## src/rtl/bss_pkg.sv

```systemverilog
package bss_pkg;
   typedef enum logic [1:0] {
      ST_IDLE = 2'd0,
      ST_SEND = 2'd1,
      ST_WAIT = 2'd2
   } bss_state_e;
endpackage

```

## src/rtl/bss_counter.sv

```systemverilog
module bss_counter #(
   parameter int CNT_W = 16
) (
   input  logic             clk,
   input  logic             rst_n,
   input  logic             load,
   input  logic [CNT_W-1:0] load_val,
   input  logic             dec,
   output logic             zero_o
);
   generate
      if (CNT_W < 1) begin : g_bad_cnt_w
         $error("bss_counter: CNT_W must be at least 1");
      end
   endgenerate

   logic [CNT_W-1:0] rem_q;

   always_ff @(posedge clk or negedge rst_n) begin
      if (!rst_n) begin
         rem_q <= '0;
      end else if (load) begin
         rem_q <= load_val;
      end else if (dec && (rem_q != '0)) begin
         rem_q <= rem_q - CNT_W'(1);
      end
   end

   assign zero_o = (rem_q == '0);

   // the sequencer never consumes a byte the buffer does not hold
   a_r4_no_underflow: assert property (@(posedge clk) disable iff (!rst_n)
      dec |-> (rem_q != '0));
endmodule

```

## src/rtl/bss_ctrl_regs.sv

```systemverilog
module bss_ctrl_regs #(
   parameter bit IRQ_HOLD = 1'b1
) (
   input  logic clk,
   input  logic rst_n,
   input  logic en_wr,
   input  logic en_wdata,
   input  logic msg_start,
   input  logic msg_done,
   input  logic irq_ack,
   output logic en_o,
   output logic irq_o,
   output logic empty_o
);
   logic en_q, irq_q, empty_q;

   always_ff @(posedge clk or negedge rst_n) begin
      if (!rst_n) begin
         en_q    <= 1'b0;
         empty_q <= 1'b0;
      end else begin
         if (en_wr)         en_q <= en_wdata;
         else if (msg_done) en_q <= 1'b0;
         if (msg_done)       empty_q <= 1'b1;
         else if (msg_start) empty_q <= 1'b0;
      end
   end

   generate
      if (IRQ_HOLD) begin : g_irq_level
         always_ff @(posedge clk or negedge rst_n) begin
            if (!rst_n)        irq_q <= 1'b0;
            else if (msg_done) irq_q <= 1'b1;
            else if (irq_ack)  irq_q <= 1'b0;
         end
         // interrupt held until acknowledged
         a_r11_irq_hold: assert property (@(posedge clk) disable iff (!rst_n)
            (irq_q && !irq_ack && !msg_done) |=> irq_q);
      end else begin : g_irq_pulse
         always_ff @(posedge clk or negedge rst_n) begin
            if (!rst_n) irq_q <= 1'b0;
            else        irq_q <= msg_done;
         end
      end
   endgenerate

   assign en_o    = en_q;
   assign irq_o   = irq_q;
   assign empty_o = empty_q;

   // interrupt and empty flag rise together at message end
   a_r9_irq_with_empty: assert property (@(posedge clk) disable iff (!rst_n)
      $rose(irq_q) |-> empty_q);
endmodule

```

## src/rtl/bss_fsm.sv

```systemverilog
module bss_fsm
   import bss_pkg::*;
#(
   parameter int DATA_W = 8
) (
   input  logic              clk,
   input  logic              rst_n,
   input  logic              mode_msg,
   input  logic              en,
   input  logic              sync_en,
   input  logic              bus_err,
   input  logic              cnt_zero,
   input  logic              fetch_rdy,
   input  logic [DATA_W-1:0] fetch_data,
   output logic              cnt_load,
   output logic              cnt_dec,
   output logic              fetch_req,
   output logic              msg_start,
   output logic              msg_done,
   output logic [DATA_W-1:0] data_o,
   output logic              side_a_o,
   output logic              side_b_o
);
   generate
      if (DATA_W < 1) begin : g_bad_data_w
         $error("bss_fsm: DATA_W must be at least 1");
      end
   endgenerate

   bss_state_e        state;
   logic              mode_lat;
   logic [DATA_W-1:0] data_q;
   logic              a_q, b_q;
   logic              run_stream, go, abort;

   always_comb begin
      run_stream = en && sync_en && !mode_msg;
      go         = (state == ST_IDLE) && (mode_msg ? en : run_stream);
      abort      = (state == ST_SEND) && !mode_lat && (bus_err || !run_stream);
      fetch_req  = (state == ST_SEND) && !cnt_zero;
      cnt_dec    = fetch_req && fetch_rdy && !abort;
      cnt_load   = go;
      msg_start  = go && mode_msg;
      msg_done   = (state == ST_SEND) && mode_lat && cnt_zero;
   end

   always_ff @(posedge clk or negedge rst_n) begin
      if (!rst_n) begin
         state    <= ST_IDLE;
         mode_lat <= 1'b0;
         data_q   <= '0;
         a_q      <= 1'b0;
         b_q      <= 1'b0;
      end else begin
         case (state)
            ST_IDLE: begin
               a_q    <= 1'b0;
               b_q    <= 1'b0;
               data_q <= '0;
               if (go) begin
                  state    <= ST_SEND;
                  mode_lat <= mode_msg;
                  a_q      <= 1'b1;
                  b_q      <= !mode_msg;
               end
            end
            ST_SEND: begin
               a_q <= 1'b0;
               if (abort) begin
                  state  <= ST_WAIT;
                  b_q    <= 1'b0;
                  data_q <= '0;
               end else if (cnt_zero) begin
                  data_q <= '0;
                  if (mode_lat) begin
                     b_q   <= 1'b1;
                     state <= ST_IDLE;
                  end else begin
                     b_q   <= 1'b0;
                     state <= ST_WAIT;
                  end
               end else if (fetch_rdy) begin
                  data_q <= fetch_data;
               end else begin
                  data_q <= '0;
               end
            end
            ST_WAIT: begin
               a_q    <= 1'b0;
               b_q    <= 1'b0;
               data_q <= '0;
               if (!run_stream) state <= ST_IDLE;
            end
            default: state <= ST_IDLE;
         endcase
      end
   end

   assign data_o   = data_q;
   assign side_a_o = a_q;
   assign side_b_o = b_q;

   // lead and start pulses are one clock wide
   a_r3_lead_single: assert property (@(posedge clk) disable iff (!rst_n)
      a_q |=> !a_q);
   // the lead cycle carries no byte
   a_r13_lead_no_data: assert property (@(posedge clk) disable iff (!rst_n)
      a_q |-> (data_q == '0));
   // a bus error closes the streaming window in the next cycle
   a_r6_err_drops_valid: assert property (@(posedge clk) disable iff (!rst_n)
      ((state == ST_SEND) && !mode_lat && bus_err) |=> (!b_q && (data_q == '0)));
   // the message end marker is one clock wide
   a_r9_end_single: assert property (@(posedge clk) disable iff (!rst_n)
      (mode_lat && b_q) |=> !b_q);
   // streamed bytes appear only inside the valid window
   a_r4_data_in_window: assert property (@(posedge clk) disable iff (!rst_n)
      (!mode_lat && (data_q != '0)) |-> b_q);
   // no run starts in streaming mode without the full run condition
   a_r2_no_start: assert property (@(posedge clk) disable iff (!rst_n)
      ((state == ST_IDLE) && !mode_msg && !(en && sync_en)) |=> !a_q);
endmodule

```

## src/rtl/bytestream_seq.sv

```systemverilog
module bytestream_seq #(
   parameter int DATA_W   = 8,
   parameter int CNT_W    = 16,
   parameter bit IRQ_HOLD = 1'b1
) (
   input  logic              clk,
   input  logic              rst_n,
   input  logic              mode_msg,
   input  logic              en_wr,
   input  logic              en_wdata,
   input  logic              sync_en,
   input  logic              bus_err,
   input  logic [CNT_W-1:0]  byte_count,
   output logic              fetch_req,
   input  logic              fetch_rdy,
   input  logic [DATA_W-1:0] fetch_data,
   output logic [DATA_W-1:0] out_data,
   output logic              side_a,
   output logic              side_b,
   output logic              buf_empty,
   output logic              irq,
   input  logic              irq_ack,
   output logic              enable_o
);
   logic en_q, cnt_load, cnt_dec, cnt_zero, msg_start, msg_done;

   bss_ctrl_regs #(.IRQ_HOLD(IRQ_HOLD)) u_regs (
      .clk       (clk),
      .rst_n     (rst_n),
      .en_wr     (en_wr),
      .en_wdata  (en_wdata),
      .msg_start (msg_start),
      .msg_done  (msg_done),
      .irq_ack   (irq_ack),
      .en_o      (en_q),
      .irq_o     (irq),
      .empty_o   (buf_empty)
   );

   bss_counter #(.CNT_W(CNT_W)) u_cnt (
      .clk      (clk),
      .rst_n    (rst_n),
      .load     (cnt_load),
      .load_val (byte_count),
      .dec      (cnt_dec),
      .zero_o   (cnt_zero)
   );

   bss_fsm #(.DATA_W(DATA_W)) u_fsm (
      .clk        (clk),
      .rst_n      (rst_n),
      .mode_msg   (mode_msg),
      .en         (en_q),
      .sync_en    (sync_en),
      .bus_err    (bus_err),
      .cnt_zero   (cnt_zero),
      .fetch_rdy  (fetch_rdy),
      .fetch_data (fetch_data),
      .cnt_load   (cnt_load),
      .cnt_dec    (cnt_dec),
      .fetch_req  (fetch_req),
      .msg_start  (msg_start),
      .msg_done   (msg_done),
      .data_o     (out_data),
      .side_a_o   (side_a),
      .side_b_o   (side_b)
   );

   assign enable_o = en_q;
endmodule

```

## config.mk

```make
export PLATFORM = sky130hd
export DESIGN_NAME = bytestream_seq
export DESIGN_NICKNAME = d
export VERILOG_FILES = /design/src/rtl/bss_pkg.sv /design/src/rtl/bss_counter.sv /design/src/rtl/bss_ctrl_regs.sv /design/src/rtl/bss_fsm.sv /design/src/rtl/bytestream_seq.sv
export SDC_FILE = /design/constraint.sdc
export NUM_CORES = 1
export LEC_CHECK = 0
export BUFFER_PORTS_ARGS = -buffer_cell sky130_fd_sc_hd__buf_2
export CORE_MARGIN = 2
export CORE_UTILIZATION = 28
export DETAILED_ROUTE_END_ITERATION = 16
export GPL_TIMING_DRIVEN = 0
export PLACE_DENSITY = 0.44
export SETUP_SLACK_MARGIN = 0.4
export SLEW_MARGIN = 20
export SYNTH_ARGS = -nofsm -noshare
export SYNTH_HDL_FRONTEND = slang
export SYNTH_HIERARCHICAL = 1
export SYNTH_SLANG_ARGS = --single-unit
```

## constraint.sdc

```tcl
create_clock -name clk -period 3.05 [get_ports clk]
set_input_delay 0.61 -clock clk [delete_from_list [all_inputs] [get_ports clk]]
set_output_delay 0.61 -clock clk [all_outputs]
set_load 0.05 [all_outputs]
```

==> results.md <==
* Dpl cell area at 2230 sq um
* Syn_nets at 228
* Headroom to the max-slew limit at 50.1%
* Tot Pwr at 2.04 mW
* Yosys top cell by area: dfrtp_1
* Synth top area share at 43.3%
* Final setup viols at 0
* Initial antenna violation count at 0
* RSZ-0062 raised after global routing: yes
* Via Count at 1644
* CTS Hold Bufs at 0
* Worst path slowest cell: or4_1
* Bufs and invs on worst path at 2
* Worst Hold Class: in2async
* Iteration count of the initial detailed-routing pass at 4
* Overall routing resource usage at 13.6%
* Hold Fails Final Rpt at 0
* Root buf cell: clkbuf_8
* Routed metal-1 wire length at 2.34 mm
* Seq cells post-synth at 32
* Setup crit start kind: register
* Max-slew violations at 0
* Final Cell Area at 2460 sq um
* Syn_area_per_cell at 9.78 sq um
* Clock Skew at 0.00449 ns
* Area of the mapped netlist at 1850 sq um
* Antenna Cells at 0
* FF-to-FF setup slack at 0.47 ns
* Largest net degree at the start of global routing at 33
* Status: finished, final reports clean
* R2r endpoint: u_cnt/rem_q[11]
* PortBufs at 46
* DR top layer: met4
* FF-to-FF Start: u_cnt/rem_q[1]
* CTS Buffer Depth at 2
* Non-Filler Instances at 331
* Worst reg2reg path depth at 12
* Worst Setup End Kind: register
* # IOs at 47
* Global-route wire length before repair at 7.80 mm
* CTS H-tree lvls at 2
* Remaining global-route overflow at 0
* Min Clock Period, post-route at 2.58 ns
* Placer's final routability congestion estimate at 0.730
* YS warnings at 6
* Max Clock Freq at 0.388 GHz
* Met3 WL at 284 um
* Post-synthesis instance total at 189
* CP top delay family: simple AND/OR/NAND/NOR gates
* EDFF count, synth at 0
* Critical path fanouts, max at 6
* Initial Util at 29.0%
* Die X-Extent at 85.3 um
* MaxCap Viol Count at 0
* CTS Sinks at 32
* Layout cell share with drive strength beyond 1 at 37.4%
* Final antenna-violating net count at 0
* CTS tree: built
* Critical path type: reg2reg
* DR WL/cell at 14.3 um
* CP required at 3.25 ns
* Power Density at 828 nW/um^2
* P&R area growth vs syn at 33.0%
* Clock slew at reported path FFs at 0.07 ns
* Peak VDD IR at 312 uV
* Area contributors post-synth: dfrtp_1 (43%), a22o_1 (4.3%), ha_1 (4.1%)
* Number of CTS-inserted buffers at 5
* Yosys cell types at 49
* Die ar. at 7270 sq um
* Leakage at 1.12 nW
* Placed Cells incl. Taps at 312
* Initial DRC count at 42
* Num rows at 29
* Drt drc at 0
* Routed wl met2 at 2.05 mm
* Core area at 6390 sq um
* Sequential fraction of the synthesis area at 43.3%
* Share of flip-flops with an asynchronous set or reset at 100%
* Clk_lat worst skew at 0.28 ns
* Setup total negative slack at 0 ns
* Post-DP HPWL at 3.46 mm
* Number of global-route vias before repair at 1553
* Vias per cell at 4.97
* Routed WL at 4.74 mm
* Worst EP arrival at 2.78 ns
* Critical-path cell list: inv_2, ha_4, nor4b_4, nand4_1, inv_2, nor2b_4, o21a_1, and2_4, nor4b_4, nand2_2, or4_1, a31oi_1
* Synth Flop Type: dfrtp_1
* DIE HEIGHT at 85.3 um
* Slew @ Worst Pin at 0.749 ns
* Final worst path period share at 84.5%
* CP peak stage delay at 0.52 ns
* Final net count at 292
[layer usage]
| metal | GRT usage [%] | vias up |
|---|---|---|
| met1 | 20.0 | 755 |
| li1 | - | 843 |
| met2 | 18.7 | 39 |
| met4 | 4.76 | 0 |
| met5 | 0 | - |
| met3 | 4.18 | 7 |
[worst max path at each step]
stage                         startpoint               to  cells past startpoint
final                     u_cnt/rem_q[1]  u_cnt/rem_q[11]                     12
after global routing      u_cnt/rem_q[1]  u_cnt/rem_q[11]                     12
after CTS                 u_cnt/rem_q[0]   u_cnt/rem_q[8]                     12
after detailed placement  u_cnt/rem_q[7]   u_cnt/rem_q[6]                     10
after global placement    u_cnt/rem_q[7]   u_cnt/rem_q[6]                     10
after floorplan           u_cnt/rem_q[0]   u_cnt/rem_q[8]                     12
[cells in the mapped netlist, types with 5 or more instances]
library cell and instances:
o21ai_0 6, nand4b_1 5, clkbuf_1 5, a31oi_1 7
ha_1 6, o21ai_1 6, a21oi_1 7, a22o_1 9
inv_1 10, dfrtp_1 32, nor2_1 15, nand2_1 15
or4_1 5
[worst register-to-register path, delay by kind of cell (launching register included)]
kind | cells | cell delay, ns
AND/OR/NAND/NOR | 7 | 1.50
flip-flops | 1 | 0.37
AO/OA/AOI/OAI | 2 | 0.33
adder cells (fa/ha/maj) | 1 | 0.16
buffers and inverters | 2 | 0.14
[what timing repair did]
action / 4_1_cts / 5_1_grt
cloned: 0 / 0
setup buffers: 3 / 8
gates resized for setup: 5 / 7
endpoints found under the setup margin: 15 / 10
endpoints found under the hold margin: 0 / 0
pin swaps: 0 / 7
[cell type report]
| class | count | area [sq um] |
|---|---|---|
| buffer | 6 | 32.5 |
| clock buffer | 7 | 86.3 |
| clock inverter | 1 | 7.51 |
| fill | 673 | 3930 |
| inverter | 10 | 37.5 |
| multi-input combinational | 141 | 1090 |
| sequential | 32 | 801 |
| tap | 77 | 96.3 |
| timing repair buffer | 57 | 313 |
[registers in the layout (all words and copies together), names as in the netlist]
register and flops:
u_fsm/state 2, u_regs/en_o 1, u_fsm/side_b_o 1, u_regs/irq_o 1
u_fsm/data_o 8, u_cnt/rem_q 16, u_regs/empty_o 1, u_fsm/side_a_o 1
u_fsm/mode_lat 1
[cells by family (layout without fill, tap and decap cells)]
family	count (synthesis)	in the layout	synth area share [%]
DFF	32	32	43.3
and+or+nand+nor	77	77	25.0
buffers and inverters	16	81	3.65
adders and majority gates	6	6	4.06
muxes	4	4	2.23
xor gates and xnor gates	1	1	0.474
AOI/OAI and AO/OA	53	53	21.3
[stage by stage]
stage	utilization, %	hold WS, ns	setup WS [ns]
2_1_floorplan	-	0.314	0.249
3_3_place_gp	35.0	0.462	0.155
3_5_place_dp	35.0	0.465	0.156
4_1_cts	37.1	0.426	0.423
5_1_grt	38.5	0.456	0.307
6_report	38.5	0.374	0.472
[cell usage in the layout, fill, tap and decap left out, drive strengths merged, types with 6 or more instances in the layout]
cell type and count:
ha 6, o21ai 13, inv 10, dfrtp 32, a21oi 7, nand2 15
nor2 15, clkbuf 12, buf 58, a31oi 7, a22o 9
[report_power, final]
group | total [mW] | switching [mW] | leakage, nW | internal [mW]
logic | 0.908 | 0.523 | 0.673 | 0.385
registers | 0.784 | 0.208 | 0.401 | 0.576
clock network | 0.345 | 0.161 | 0.0445 | 0.183
(Power assumes the default switching activity.)
